===== config.mk =====
export PLATFORM = sky130hd
export DESIGN_NAME = cursor_compositor
export DESIGN_NICKNAME = d
export VERILOG_FILES = /design/src/rtl/cursor_pkg.sv /design/src/rtl/cursor_regs.sv /design/src/rtl/cursor_linebuf.sv /design/src/rtl/cursor_mix.sv /design/src/rtl/cursor_compositor.sv
export SDC_FILE = /design/constraint.sdc
export NUM_CORES = 1
export LEC_CHECK = 0
export ABC_AREA = 1
export BUFFER_PORTS_ARGS = -buffer_cell sky130_fd_sc_hd__buf_2
export CAP_MARGIN = 10
export CORE_MARGIN = 4
export CORE_UTILIZATION = 55
export DETAILED_ROUTE_END_ITERATION = 7
export PLACE_DENSITY = 0.83
export SYNTH_ARGS = -nofsm -noshare
export SYNTH_HDL_FRONTEND = slang
export SYNTH_SLANG_ARGS = --single-unit
export TNS_END_PERCENT = 30

===== constraint.sdc =====
create_clock -name clk -period 4.8 [get_ports clk]
set_input_delay 0.96 -clock clk [delete_from_list [all_inputs] [get_ports clk]]
set_output_delay 0.96 -clock clk [all_outputs]
set_load 0.01 [all_outputs]

===== src/rtl/cursor_pkg.sv =====
// Package: shared widths, cursor code encoding and register selects.
// Assumes: all cursor modules compile after this package.
package cursor_pkg;
    localparam int PIX_W    = 8;
    localparam int COORD_W  = 11;
    localparam int BASE_W   = 10;
    localparam int REG_W    = 16;
    localparam int CUR_DIM  = 64;
    localparam int PIX_PER_BYTE = 4;
    localparam logic [BASE_W-1:0] BASE_SCRAMBLE = 10'h1DF;

    typedef enum logic [1:0] {
        CODE_BACK   = 2'd0,
        CODE_FORE   = 2'd1,
        CODE_CLEAR  = 2'd2,
        CODE_INVERT = 2'd3
    } cur_code_e;

    typedef enum logic [1:0] {
        SEL_BASE   = 2'd0,
        SEL_XPOS   = 2'd1,
        SEL_YPOS   = 2'd2,
        SEL_ENABLE = 2'd3
    } reg_sel_e;
endpackage


===== src/rtl/cursor_regs.sv =====
// Module: cursor control registers and the row fetch address generator.
// Assumes: reg_wdata is wide enough for the widest field; reset is synchronous.
module cursor_regs
    import cursor_pkg::*;
#(
    parameter int BASE_BITS = BASE_W,
    parameter int CRD_BITS  = COORD_W,
    parameter int DIM       = CUR_DIM,
    parameter int UNIT_LOG2 = 11,
    localparam int ROW_BITS  = $clog2(DIM),
    localparam int ROW_BYTES = DIM / PIX_PER_BYTE,
    localparam int ADDR_BITS = BASE_BITS + UNIT_LOG2
) (
    input  logic                 clk,
    input  logic                 rst_n,
    input  logic                 reg_we,
    input  logic [1:0]           reg_addr,
    input  logic [REG_W-1:0]     reg_wdata,
    input  logic [ROW_BITS-1:0]  fetch_row,
    output logic [ADDR_BITS-1:0] fetch_addr,
    output logic [BASE_BITS-1:0] eff_base,
    output logic [CRD_BITS-1:0]  pos_x,
    output logic [CRD_BITS-1:0]  pos_y,
    output logic                 cur_en
);
    logic [BASE_BITS-1:0] base_q;

    // Register file update on write strobe.
    always_ff @(posedge clk) begin
        if (!rst_n) begin
            base_q <= '0;
            pos_x  <= '0;
            pos_y  <= '0;
            cur_en <= 1'b0;
        end else if (reg_we) begin
            case (reg_sel_e'(reg_addr))
                SEL_BASE:   base_q <= reg_wdata[BASE_BITS-1:0];
                SEL_XPOS:   pos_x  <= reg_wdata[CRD_BITS-1:0];
                SEL_YPOS:   pos_y  <= reg_wdata[CRD_BITS-1:0];
                SEL_ENABLE: cur_en <= reg_wdata[0];
                default:    ;
            endcase
        end
    end

    // Unscramble base and form the row definition address.
    always_comb begin
        eff_base   = base_q ^ BASE_SCRAMBLE;
        fetch_addr = {eff_base, {UNIT_LOG2{1'b0}}}
                   + ADDR_BITS'(fetch_row) * ADDR_BITS'(ROW_BYTES);
    end
endmodule


===== src/rtl/cursor_linebuf.sv =====
// Module: one-row store of packed cursor codes with a combinational code read.
// Assumes: a write is seen by reads from the next clock; leftmost pixel in low bits.
module cursor_linebuf
    import cursor_pkg::*;
#(
    parameter int DIM = CUR_DIM,
    localparam int BYTES     = DIM / PIX_PER_BYTE,
    localparam int BYTE_BITS = $clog2(BYTES),
    localparam int COL_BITS  = $clog2(DIM)
) (
    input  logic                 clk,
    input  logic                 rst_n,
    input  logic                 wr_en,
    input  logic [BYTE_BITS-1:0] wr_idx,
    input  logic [7:0]           wr_data,
    input  logic [COL_BITS-1:0]  rd_col,
    output cur_code_e            rd_code
);
    logic [7:0] row_mem [BYTES];

    // Byte storage, one register per byte.
    for (genvar b = 0; b < BYTES; b++) begin : g_byte
        always_ff @(posedge clk) begin
            if (!rst_n)
                row_mem[b] <= '0;
            else if (wr_en && wr_idx == BYTE_BITS'(b))
                row_mem[b] <= wr_data;
        end
    end

    // Select the byte and the bit pair for the requested column.
    always_comb begin
        logic [7:0] sel_byte;
        sel_byte = row_mem[rd_col[COL_BITS-1:2]];
        rd_code  = cur_code_e'(sel_byte[{rd_col[1:0], 1'b0} +: 2]);
    end
endmodule


===== src/rtl/cursor_mix.sv =====
// Module: window test and pixel selection with one output register.
// Assumes: position registers and code arrive from sibling modules combinationally.
module cursor_mix
    import cursor_pkg::*;
#(
    parameter int CRD_BITS = COORD_W,
    parameter int PW       = PIX_W,
    parameter int DIM      = CUR_DIM,
    localparam int COL_BITS = $clog2(DIM)
) (
    input  logic                clk,
    input  logic                rst_n,
    input  logic                cur_en,
    input  logic [CRD_BITS-1:0] pos_x,
    input  logic [CRD_BITS-1:0] pos_y,
    input  logic                pix_valid,
    input  logic [CRD_BITS-1:0] pix_x,
    input  logic [CRD_BITS-1:0] pix_y,
    input  logic [PW-1:0]       pix_in,
    output logic [COL_BITS-1:0] col_off,
    input  cur_code_e           code,
    output logic                out_valid,
    output logic [PW-1:0]       out_pix
);
    logic [CRD_BITS:0] dx, dy;
    logic              in_win;
    logic [PW-1:0]     mixed;

    // Window hit test with one extra bit to catch negative offsets.
    always_comb begin
        dx      = {1'b0, pix_x} - {1'b0, pos_x};
        dy      = {1'b0, pix_y} - {1'b0, pos_y};
        in_win  = cur_en && !dx[CRD_BITS] && !dy[CRD_BITS]
                && (dx < (CRD_BITS+1)'(DIM)) && (dy < (CRD_BITS+1)'(DIM));
        col_off = dx[COL_BITS-1:0];
    end

    // Choose the pixel from the cursor code.
    always_comb begin
        mixed = pix_in;
        if (in_win) begin
            case (code)
                CODE_BACK:   mixed = '0;
                CODE_FORE:   mixed = '1;
                CODE_CLEAR:  mixed = pix_in;
                CODE_INVERT: mixed = ~pix_in;
                default:     mixed = pix_in;
            endcase
        end
    end

    // Output register giving one clock of latency.
    always_ff @(posedge clk) begin
        if (!rst_n) begin
            out_valid <= 1'b0;
            out_pix   <= '0;
        end else begin
            out_valid <= pix_valid;
            out_pix   <= pix_valid ? mixed : '0;
        end
    end
endmodule


===== src/rtl/cursor_compositor.sv =====
// Module: top of the two-bit cursor compositor.
// Assumes: an outside agent fills the line buffer for the row being drawn.
module cursor_compositor
    import cursor_pkg::*;
#(
    parameter int DIM = CUR_DIM,
    localparam int ROW_BITS  = $clog2(DIM),
    localparam int BYTE_BITS = $clog2(DIM / PIX_PER_BYTE),
    localparam int ADDR_BITS = BASE_W + 11
) (
    input  logic                 clk,
    input  logic                 rst_n,
    input  logic                 reg_we,
    input  logic [1:0]           reg_addr,
    input  logic [REG_W-1:0]     reg_wdata,
    input  logic                 lb_we,
    input  logic [BYTE_BITS-1:0] lb_waddr,
    input  logic [7:0]           lb_wdata,
    input  logic [ROW_BITS-1:0]  fetch_row,
    output logic [ADDR_BITS-1:0] fetch_addr,
    input  logic                 pix_valid,
    input  logic [COORD_W-1:0]   pix_x,
    input  logic [COORD_W-1:0]   pix_y,
    input  logic [PIX_W-1:0]     pix_in,
    output logic                 out_valid,
    output logic [PIX_W-1:0]     out_pix
);
    logic [BASE_W-1:0]   eff_base;
    logic [COORD_W-1:0]  pos_x, pos_y;
    logic                cur_en;
    logic [ROW_BITS-1:0] col_off;
    cur_code_e           code;

    cursor_regs #(.DIM(DIM)) u_regs (
        .clk(clk), .rst_n(rst_n), .reg_we(reg_we), .reg_addr(reg_addr),
        .reg_wdata(reg_wdata), .fetch_row(fetch_row), .fetch_addr(fetch_addr),
        .eff_base(eff_base), .pos_x(pos_x), .pos_y(pos_y), .cur_en(cur_en)
    );

    cursor_linebuf #(.DIM(DIM)) u_lbuf (
        .clk(clk), .rst_n(rst_n), .wr_en(lb_we), .wr_idx(lb_waddr),
        .wr_data(lb_wdata), .rd_col(col_off), .rd_code(code)
    );

    cursor_mix #(.DIM(DIM)) u_mix (
        .clk(clk), .rst_n(rst_n), .cur_en(cur_en), .pos_x(pos_x), .pos_y(pos_y),
        .pix_valid(pix_valid), .pix_x(pix_x), .pix_y(pix_y), .pix_in(pix_in),
        .col_off(col_off), .code(code), .out_valid(out_valid), .out_pix(out_pix)
    );
endmodule


==> impl_metrics.csv, run 1 <==
group,metric,value,unit
power,combPwrFrac,18.9,%
synthesis,synth_area_leaders,"edfxtp_1 (42%), nand2_1 (12%), dfxtp_1 (9.1%)",
power,seqPwrFrac,46.7,%
die,chipHeight,138,um
hold_path,hp-class,"reg -> reg",
sta,setup_viol,0,
global_route,grt.total_usage,23.9,%
worst_setup_path,crit_fanout,52,
worst_setup_path,crit_chain,"buf_2, inv_1, ha_1, inv_1, fa_1, nand2_2, nand2_2, buf_12, o21ai_0, nand2_1, nand2_1, nand2_1, nand3_1, nand3_1, nand2_1, nand2_1, nand2_1, nand2_2, a21oi_1, nor2_1",
synthesis,ys_seq_area_share,50.6,%
worst_setup_path,start_kind,"primary input",
synthesis,ys_ff_latch,170,
global_route,grt_pass1_wl,35000,um
placement,io_buffers,78,
power,power.switching,1060,uW
worst_setup_path,crit_path_top_delay_cell,"fa_1",
sta,fmax,0.276,GHz
die,die_w,138,um
clocking,cts_tree,"yes",
placement,hpwl,15500,um
die,start_util,56.0,%
routing,viasPerCell,5.44,
sta,setup-tns-final,0,ns
synthesis,syn_inst,1170,
sta,hold_viol,0,
routing,drc,0,
placement,gp_congestion,0.893,
routing,ant_nets,0,
global_route,grt_pass1_vias,7068,
worst_setup_path,max_stage_delay,0.49,ns
synthesis,syn_area_per_cell,7.91,um^2
sta,rsz0062_at_grt,"false",
routing,wirelength,22300,um
die,row_count,47,
outcome,status,"finished clean",
global_route,grt.overflow.total,0,
layout,drive_gt1_share,10.7,%
global_route,grt_max_degree,53,
clocking,cts_setup_buffers,0,
clocking,clk_latency,0.44,ns
sta,period_needed,3.62,ns
flow_run,drv_cap,0,
routing,drt_iter0_drc,856,
clocking,path_clk_slew,0.06,ns
synthesis,yosysWarnings,0,
clocking,cts_root_buf,"clkbuf_16",
routing,wl_per_cell,15.4,um
routing,dr.pass1.iters,6,
clocking,clock-sinks,170,
synthesis,yosysUniqueCellTypes,33,
worst_setup_path,crit_type,"in -> reg",
worst_setup_path,worstSetupEndpointType,"flop",
sta,maxSlewHeadroom,19.0,%
power,switching_share,29.5,%
synthesis,synth_top_area_share,41.5,%
worst_setup_path,crit_arrival,3.95,ns
layout,area_delta_synth_final,10.2,%
sta,setup_ws,1.18,ns
die,io_pins,101,
clocking,holdBufCountCts,0,
layout,nNetsFinal,1310,
die,die_area,19000,um^2
sta,min_period_over_period,75.5,%
clocking,ctsResizeCount,0,
worst_setup_path,crit_required,5.12,ns
sta,worst_pin_slew,1.21,ns
power,power.internal,2540,uW
die,core-area,16500,um^2
synthesis,synth.cell_area,9250,um^2
power,p_leak,0.00463,uW
layout,antenna_cells,0,
worst_setup_path,cp_num_buf_inv,4,
power,pwr_density_cell,354,nW/um^2
power,ir_drop,0.290,mV
clocking,cts_buffer_depth,2,
global_route,antenna_found_initial,0,
sta,slew_violations,0,
sta,skew,0.00972,ns
routing,dr_total_vias,7881,
clocking,htreeDepth,4,
placement,pre_cts_ws,0.778,ns
synthesis,synth_top_area_cell,"edfxtp_1",
clocking,cts_buffers,17,
power,p_clk_share,34.3,%
worst_setup_path,crit_path_frequent_cell,"nand2_1",
worst_setup_path,crit_family,"simple AND/OR/NAND/NOR gates",
==> final cells by class <==
| class | instances | area [um^2] |
|---|---|---|
| flip-flops and latches | 170 | 4680 |
| repair buffers | 87 | 483 |
| well taps | 220 | 275 |
| clock buffers | 18 | 429 |
| inverters | 136 | 510 |
| fillers | 1373 | 6330 |
| multi-input cells | 805 | 3710 |
| clock inverters | 14 | 96.3 |
==> worst min-delay path: stages (launching register included) <==
cell	delay [ns]
dfxtp_1	0.30
inv_1	0.06
a21oi_1	0.06
==> final timing paths <==
kind | startpoint | endpoint | slack (ns) | depth (start not counted)
setup / recovery | pix_x[0] | u_mix.out_pix[1]$_SDFF_PN0_ | 1.18 | 20
hold / removal | u_regs.base_q[3]$_SDFFE_PN0P_ | u_regs.base_q[3]$_SDFFE_PN0P_ | 0.46 | 2
setup reg to reg | u_regs.pos_x[0]$_SDFFE_PN0P_ | u_mix.out_pix[1]$_SDFF_PN0_ | 1.51 | 18
hold reg to reg | u_regs.base_q[3]$_SDFFE_PN0P_ | u_regs.base_q[3]$_SDFFE_PN0P_ | 0.46 | 2
==> cells in the mapped netlist <==
cell type  instances
nand4_1           10
edfxtp_1         128
nand2_2            6
nor2_2             1
nand2_4            1
o21ai_1            7
clkbuf_1          22
dfxtp_1           42
a31oi_1            1
buf_1              2
fa_1               1
nand2_1          301
nor2_1           172
a21oi_1           51
ha_1              21
nand3_1          153
a21o_1             1
nor2_4             1
nand3_2            2
xor2_1             2
nand3b_1          18
buf_6              5
nor3_1             5
inv_2              5
buf_4             17
buf_2             17
o21bai_1           3
nand2b_1           1
conb_1             1
o21ai_0           41
inv_1            130
clkinv_1           1
and3_1             1
==> cells in the final DEF (no fill, tap or decap), types with 2 or more instances in the layout <==
cell        instances
clkinvlp_4          3
o21ai_0            41
edfxtp_1          128
o21ai_1             7
nand4_1            10
nand2_2             6
clkbuf_16          17
inv_1             130
xor2_1              2
o21bai_1            3
nor2_1            172
buf_4               7
inv_2               5
nand3_1           153
nand2_1           301
nand3b_1           18
conb_1              5
ha_1               21
inv_6               4
buf_2              78
buf_12              2
clkinv_2            2
nand3_2             2
a21oi_1            51
clkinv_1            4
dfxtp_1            42
clkinv_4            2
nor3_1              5
==> logic make-up after synthesis <==
group	synth area share, %
AO/OA/AOI/OAI	5.75
other	0.0405
XOR/XNOR	0.189
adder cells (fa/ha/maj)	3.06
flip-flops	50.6
buffers and inverters	9.40
AND/OR/NAND/NOR	30.9
==> flip-flops by register name, summed over array words and instances (netlist names) <==
signal and cells:
u_lbuf.row_mem 128, u_mix.out_valid 1, u_regs.cur_en 1, u_mix.out_pix 8, u_regs.pos_x 11, u_regs.pos_y 11, u_regs.base_q 10
==> layer usage <==
| layer | global-route usage [%] | vias to the layer above | share of wire, % |
|---|---|---|---|
| met5 | 0 | - | 0 |
| met3 | 5.44 | 40 | 9.5 |
| met2 | 37.6 | 392 | 46 |
| li1 | - | 3892 | - |
| met4 | 8.56 | 0 | 2.2 |
| met1 | 32.6 | 3557 | 42 |
==> metrics by stage <==
stage | hold WS, ns | std cells | power [uW] | instance area, um^2 | util (%)
after floorplan | 0.424 | 1174 | 2210 | 9270 | -
after global placement | 0.433 | 1418 | 2360 | 9670 | 58.5
after detailed placement | 0.439 | 1418 | 2380 | 9670 | 58.5
after CTS | 0.460 | 1450 | 3590 | 10200 | 61.7
after global routing | 0.476 | 1450 | 3760 | 10200 | 61.7
final | 0.461 | 1450 | 3600 | 10200 | 61.7
==> power groups by stage <==
| stage | clock network [uW] | logic [uW] | registers [uW] |
|---|---|---|---|
| finish | 1240 | 683 | 1690 |
| CTS | 1240 | 669 | 1680 |
| floorplan | 0 | 500 | 1710 |
| detailed placement | 0 | 664 | 1720 |
| global route | 1310 | 761 | 1690 |
| global placement | 0 | 651 | 1710 |
No activity file was read; power rests on OpenSTA's default activity.
==> inputs of run 2 (changes only) <==
Clock period 4.8 ns to 3.7 ns, I/O delays scaled along.
==> run 2 against run 1 <==
  * Die area unchanged
  * Via count up 1.1%
  * Utilization up 0.65 points
  * Global-route usage up 0.74 points
  * Flip-flop and latch count unchanged
  * Largest cell class unchanged
==> impl_metrics.csv, run 2 (synthesis gave the netlist of run 1 again) <==
group,metric,value,unit
outcome,status,"finished clean",
hold_path,hold_depth,2,
sta,setup_viol,0,
routing,dr_total_vias,7969,
worst_setup_path,crit_path_frequent_cell,"nand2_1",
layout,largest_reg_flops,128,
global_route,grt.total_usage,24.7,%
worst_setup_path,worstSetupEndpointType,"flop",
flow_run,drv_cap,0,
worst_setup_path,crit_chain,"buf_2, inv_1, ha_1, inv_1, fa_1, inv_2, nand2_4, nand2_2, buf_4, nand2_1, nand2_1, nand3_1, nand2_1, nand2_1, nand3_1, nand3_1, nand3_1, nand2_1, nor2_4, nand3_1, nand2_1, nor2_1",
clocking,clk_latency,0.44,ns
layout,nNetsFinal,1315,
global_route,grt_pass1_wl,36100,um
worst_setup_path,reg2reg_depth,20,
routing,dr.pass1.iters,5,
layout,area_delta_synth_final,11.3,%
placement,place_area,9720,um^2
layout,drive_gt1_share,11.2,%
layout,largest_register,"u_lbuf.row_mem",
layout,design_area,10300,um^2
clocking,cts_setup_buffers,0,
sta,skew,0.00929,ns
worst_setup_path,cp_num_buf_inv,5,
die,start_util,56.0,%
sta,min_period_over_period,88.6,%
clocking,path_clk_slew,0.06,ns
worst_setup_path,crit_family,"simple AND/OR/NAND/NOR gates",
sta,worst_pin_slew,0.981,ns
die,io_pins,101,
routing,ant_nets,0,
die,chipHeight,138,um
routing,wirelength,22700,um
routing,viasPerCell,5.48,
worst_setup_path,cp.depth,22,
layout,nFillCells,1364,
die,row_count,47,
power,pwr_density_cell,472,nW/um^2
clocking,cts_buffers,17,
placement,io_buffers,78,
layout,register_area,4680,um^2
layout,multiInputGateArea,3710,um^2
routing,drt_iter0_drc,1203,
die,core-area,16500,um^2
worst_setup_path,crit_type,"in -> reg",
sta,maxSlewHeadroom,34.1,%
global_route,grt.overflow.total,0,
worst_setup_path,max_stage_delay,0.49,ns
sta,period_needed,3.28,ns
sta,slew_violations,0,
hold_path,hp-class,"reg -> reg",
clocking,htreeDepth,4,
routing,wl_per_cell,15.6,um
clocking,clock-sinks,170,
worst_setup_path,crit_required,4.03,ns
layout,mostFrequentLayoutCell,"nand2_1",
layout,antenna_cells,0,
clocking,cts_root_buf,"clkbuf_16",
routing,drc,0,
sta,fmax,0.305,GHz
worst_setup_path,crit_path_top_delay_cell,"fa_1",
placement,hpwl,15400,um
clocking,ctsResizeCount,0,
clocking,cts_buffer_depth,2,
sta,hold_viol,0,
sta,setup-tns-final,0,ns
layout,layout_common_cells,"nand2_1 (301), nor2_1 (172), nand3_1 (153), inv_1 (130), edfxtp_1 (128)",
layout,reg_top3,"u_lbuf.row_mem (128), u_regs.pos_x (11), u_regs.pos_y (11)",
worst_setup_path,start_kind,"primary input",
global_route,grt_pass1_vias,7263,
power,p_leak,0.00469,uW
worst_setup_path,crit_arrival,3.60,ns
global_route,antenna_found_initial,0,
worst_setup_path,crit_fanout,25,
clocking,cts_tree,"yes",
die,die_w,138,um
power,ir_drop,0.359,mV
global_route,grt_max_degree,53,
sta,rsz0062_at_grt,"false",
die,die_area,19000,um^2
clocking,holdBufCountCts,0,
placement,gp_congestion,0.918,
run 2: routing by layer:
| metal | share of wire (%) | vias to the layer above | GRT usage, % | wire [um] |
|---|---|---|---|---|
| met5 | 0 | - | 0 | 0 |
| met4 | 3.0 | 0 | 10.5 | 670 |
| met3 | 9.9 | 62 | 5.08 | 2250 |
| met2 | 46 | 407 | 38.9 | 10500 |
| met1 | 41 | 3605 | 33.2 | 9290 |
| li1 | - | 3895 | - | - |
run 2: per-stage QoR:
stage	hold WS, ns	power (uW)	worst slack (ns)	utilization, %	std cells
after global placement	0.434	3070	0.116	58.8	1423
after CTS	0.445	4850	0.463	62.3	1455
after global routing	0.476	5060	0.149	62.3	1455
after detailed placement	0.435	3100	0.0562	58.8	1423
final	0.442	4860	0.422	62.3	1455
after floorplan	0.424	2870	0.699	-	1174
run 2: worst paths after layout:
path                                     start                     endpoint  slack, ns
setup / recovery                      pix_x[0]  u_mix.out_pix[5]$_SDFF_PN0_       0.42
hold reg to reg     u_regs.cur_en$_SDFFE_PN0P_   u_regs.cur_en$_SDFFE_PN0P_       0.44
setup reg to reg  u_regs.pos_x[0]$_SDFFE_PN0P_  u_mix.out_pix[5]$_SDFF_PN0_       0.53
hold / removal      u_regs.cur_en$_SDFFE_PN0P_   u_regs.cur_en$_SDFFE_PN0P_       0.44
run 2: report_power, final:
part	total [uW]	internal, uW	leakage (uW)	switching (uW)
registers	2180	2160	0.00157	29.6
clock network	1780	1000	0.000281	773
logic	900	289	0.00284	611
run 2: cell type report:
class / count / area share (%)
sequential: 170 / 45.5
multi-input combinational: 805 / 36.1
timing repair buffer: 92 / 5.17
inverter: 136 / 4.96
clock buffer: 17 / 4.13
tap: 220 / 2.67
clock inverter: 15 / 1.53
run 2: worst reg2reg max path, stage by stage (launching register included):
cell	delay [ns]
dfxtp_1	0.35
ha_1	0.15
inv_1	0.09
fa_1	0.49
inv_2	0.11
nand2_4	0.15
nand2_2	0.15
buf_4	0.29
nand2_1	0.12
nand2_1	0.07
nand3_1	0.06
nand2_1	0.08
nand2_1	0.06
nand3_1	0.11
nand3_1	0.08
nand3_1	0.08
nand2_1	0.08
nor2_4	0.30
nand3_1	0.13
nand2_1	0.08
nor2_1	0.04
==> inputs of run 3 (changes only) <==
Settings changed: CORE_MARGIN 4 to 10.
Clock period 3.7 ns to 3.9 ns, I/O delays scaled along.
==> run 3 against run 2 <==
  * The run now ends with DRC left
  * Highest routed layer unchanged
  * Critical endpoint is now u_mix.out_pix[0]$_SDFF_PN0_
  * Die area rose by 18%
  * Largest cell class unchanged
  * Count of clock-buffer cells in the layout did not move
  * Cell count barely moved
  * Non-clock buffer count fell by 1
  * Cell area barely moved
  * Sequential power fell by 5%
==> impl_metrics.csv, run 3 (synthesis gave the netlist of run 1 again) <==
group,metric,value,unit
outcome,status,"finished, violations left",
outcome,violations,"DRC",
power,power,4580,uW
power,p_leak,0.00469,uW
die,core-area,16500,um^2
worst_setup_path,crit_end,"u_mix.out_pix[0]$_SDFF_PN0_",
clocking,cts_buffers,17,
worst_setup_path,crit_required,4.28,ns
flow_run,drv_cap,0,
power,ir_drop,0.348,mV
clocking,clk_latency,0.44,ns
layout,layout_common_cells,"nand2_1 (301), nor2_1 (172), nand3_1 (153), inv_1 (130), edfxtp_1 (128)",
sta,fmax,0.317,GHz
power,p_clk_share,36.3,%
sta,min_period_over_period,80.9,%
sta,setup_ws,0.744,ns
clocking,cts_buffer_depth,2,
global_route,antenna_found_initial,0,
clocking,cts_root_buf,"clkbuf_16",
layout,drive_gt1_share,11.3,%
die,die_area,22400,um^2
sta,maxSlewHeadroom,43.9,%
routing,dr_total_vias,7925,
worst_setup_path,start_kind,"primary input",
sta,worst_pin_slew,0.835,ns
clocking,cts_tree,"yes",
worst_setup_path,rr_startpoint,"u_regs.pos_x[0]$_SDFFE_PN0P_",
sta,rsz0062_at_grt,"false",
layout,mostFrequentLayoutCell,"nand2_1",
layout,reg_top3,"u_lbuf.row_mem (128), u_regs.pos_x (11), u_regs.pos_y (11)",
global_route,grt_pass1_vias,7327,
worst_setup_path,reg2reg_depth,19,
clocking,cts_setup_buffers,0,
placement,io_buffers,78,
clocking,htreeDepth,4,
die,io_pins,101,
sta,slew_violations,0,
die,die_w,150,um
routing,dr.pass1.iters,8,
hold_path,hp-class,"reg -> reg",
layout,largest_reg_flops,128,
sta,setup-tns-final,0,ns
die,chipHeight,150,um
layout,register_area,4680,um^2
worst_setup_path,worstSetupEndpointType,"flop",
routing,wirelength,22900,um
routing,drc,7,
power,power.internal,3220,uW
placement,pre_cts_ws,0.369,ns
worst_setup_path,r2r_setup_slack,0.89,ns
die,row_count,47,
layout,nNetsFinal,1314,
routing,wl_per_cell,15.7,um
hold_path,hp-start,"u_regs.base_q[6]$_SDFFE_PN0P_",
global_route,grt_max_degree,53,
sta,setup_viol,0,
worst_setup_path,startpoint,"pix_x[0]",
routing,drt_iter0_drc,938,
clocking,ctsResizeCount,0,
clocking,path_clk_slew,0.07,ns
power,power.switching,1360,uW
worst_setup_path,crit_arrival,3.53,ns
placement,place_area,9720,um^2
routing,viasPerCell,5.45,
worst_setup_path,crit_fanout,35,
clocking,holdBufCountCts,0,
worst_setup_path,reg2reg_to,"u_mix.out_pix[0]$_SDFF_PN0_",
global_route,grt.total_usage,20.5,%
sta,hold_viol,0,
sta,period_needed,3.16,ns
layout,largest_register,"u_lbuf.row_mem",
layout,antenna_cells,0,
power,switching_share,29.7,%
die,start_util,56.0,%
layout,multiInputGateArea,3710,um^2
sta,skew,0.00731,ns
placement,hpwl,15400,um
power,combPwrFrac,18.5,%
layout,area_delta_synth_final,11.4,%
layout,nFillCells,1347,
worst_setup_path,crit_type,"in -> reg",
layout,design_area,10300,um^2
placement,gp_congestion,0.898,
global_route,grt.overflow.total,0,
clocking,clock-sinks,170,
routing,ant_nets,0,
power,pwr_density_cell,445,nW/um^2
power,seqPwrFrac,45.2,%
global_route,grt_pass1_wl,36400,um
==> run 3: cell types whose count changed in the layout (fill, tap and decap cells not counted), sizes merged <==
cell      delta
buf          -1
inv          -1
clkinv       +1
clkinvlp     +1
bufinv       -1
==> run 3: worst min-delay path by stage <==
stage / slack (ns) / cells past startpoint / to
3_3_place_gp: 0.43 / 2 / u_regs.pos_y[0]$_SDFFE_PN0P_
6_report: 0.45 / 2 / u_regs.base_q[6]$_SDFFE_PN0P_
3_5_place_dp: 0.44 / 2 / u_regs.cur_en$_SDFFE_PN0P_
2_1_floorplan: 0.42 / 2 / u_regs.cur_en$_SDFFE_PN0P_
5_1_grt: 0.46 / 2 / u_regs.base_q[4]$_SDFFE_PN0P_
4_1_cts: 0.45 / 2 / u_regs.cur_en$_SDFFE_PN0P_
==> run 3: power groups by stage <==
stage | Combinational (uW) | Clock [uW] | Sequential, uW
finish | 850 | 1660 | 2070
global route | 952 | 1750 | 2080
CTS | 836 | 1670 | 2070
detailed placement | 827 | 0 | 2110
global placement | 815 | 0 | 2110
floorplan | 615 | 0 | 2100
==> run 3: metal layers <==
layer | track usage (%) | up-vias | wire length [um]
met2 | 32.8 | 395 | 10900
met1 | 26.3 | 3598 | 9260
li1 | - | 3890 | -
met3 | 5.04 | 42 | 2310
met5 | 0 | - | 0
met4 | 7.97 | 0 | 429
==> run 3: cell type report <==
type	count	share of cell area, %
clock buffer	17	4.13
timing repair buffer	91	5.22
inverter	136	4.95
sequential	170	45.5
multi-input combinational	805	36.0
tap	220	2.67
clock inverter	15	1.53
==> run 3: critical path, stage by stage <==
cell     delay (ns)
buf_2          0.11
inv_1          0.05
ha_1           0.13
inv_1          0.09
fa_1           0.48
nand2_2        0.15
nand2_2        0.10
buf_12         0.18
o21ai_0        0.35
nand2_1        0.11
nand2_1        0.09
nand2_1        0.07
nand3_1        0.09
nand3_1        0.06
nand2_1        0.07
nand2_1        0.05
nand2_1        0.08
nand2_2        0.18
nand3_1        0.15
nand2_1        0.05
nor2_1         0.09
==> run 3: through the flow <==
step                      std cells  util (%)  hold slack, ns
after floorplan                1174         -           0.424
after global placement         1422      58.8           0.431
after detailed placement       1422      58.8           0.437
after CTS                      1454      62.4           0.447
after global routing           1454      62.4           0.459
final                          1454      62.4           0.445
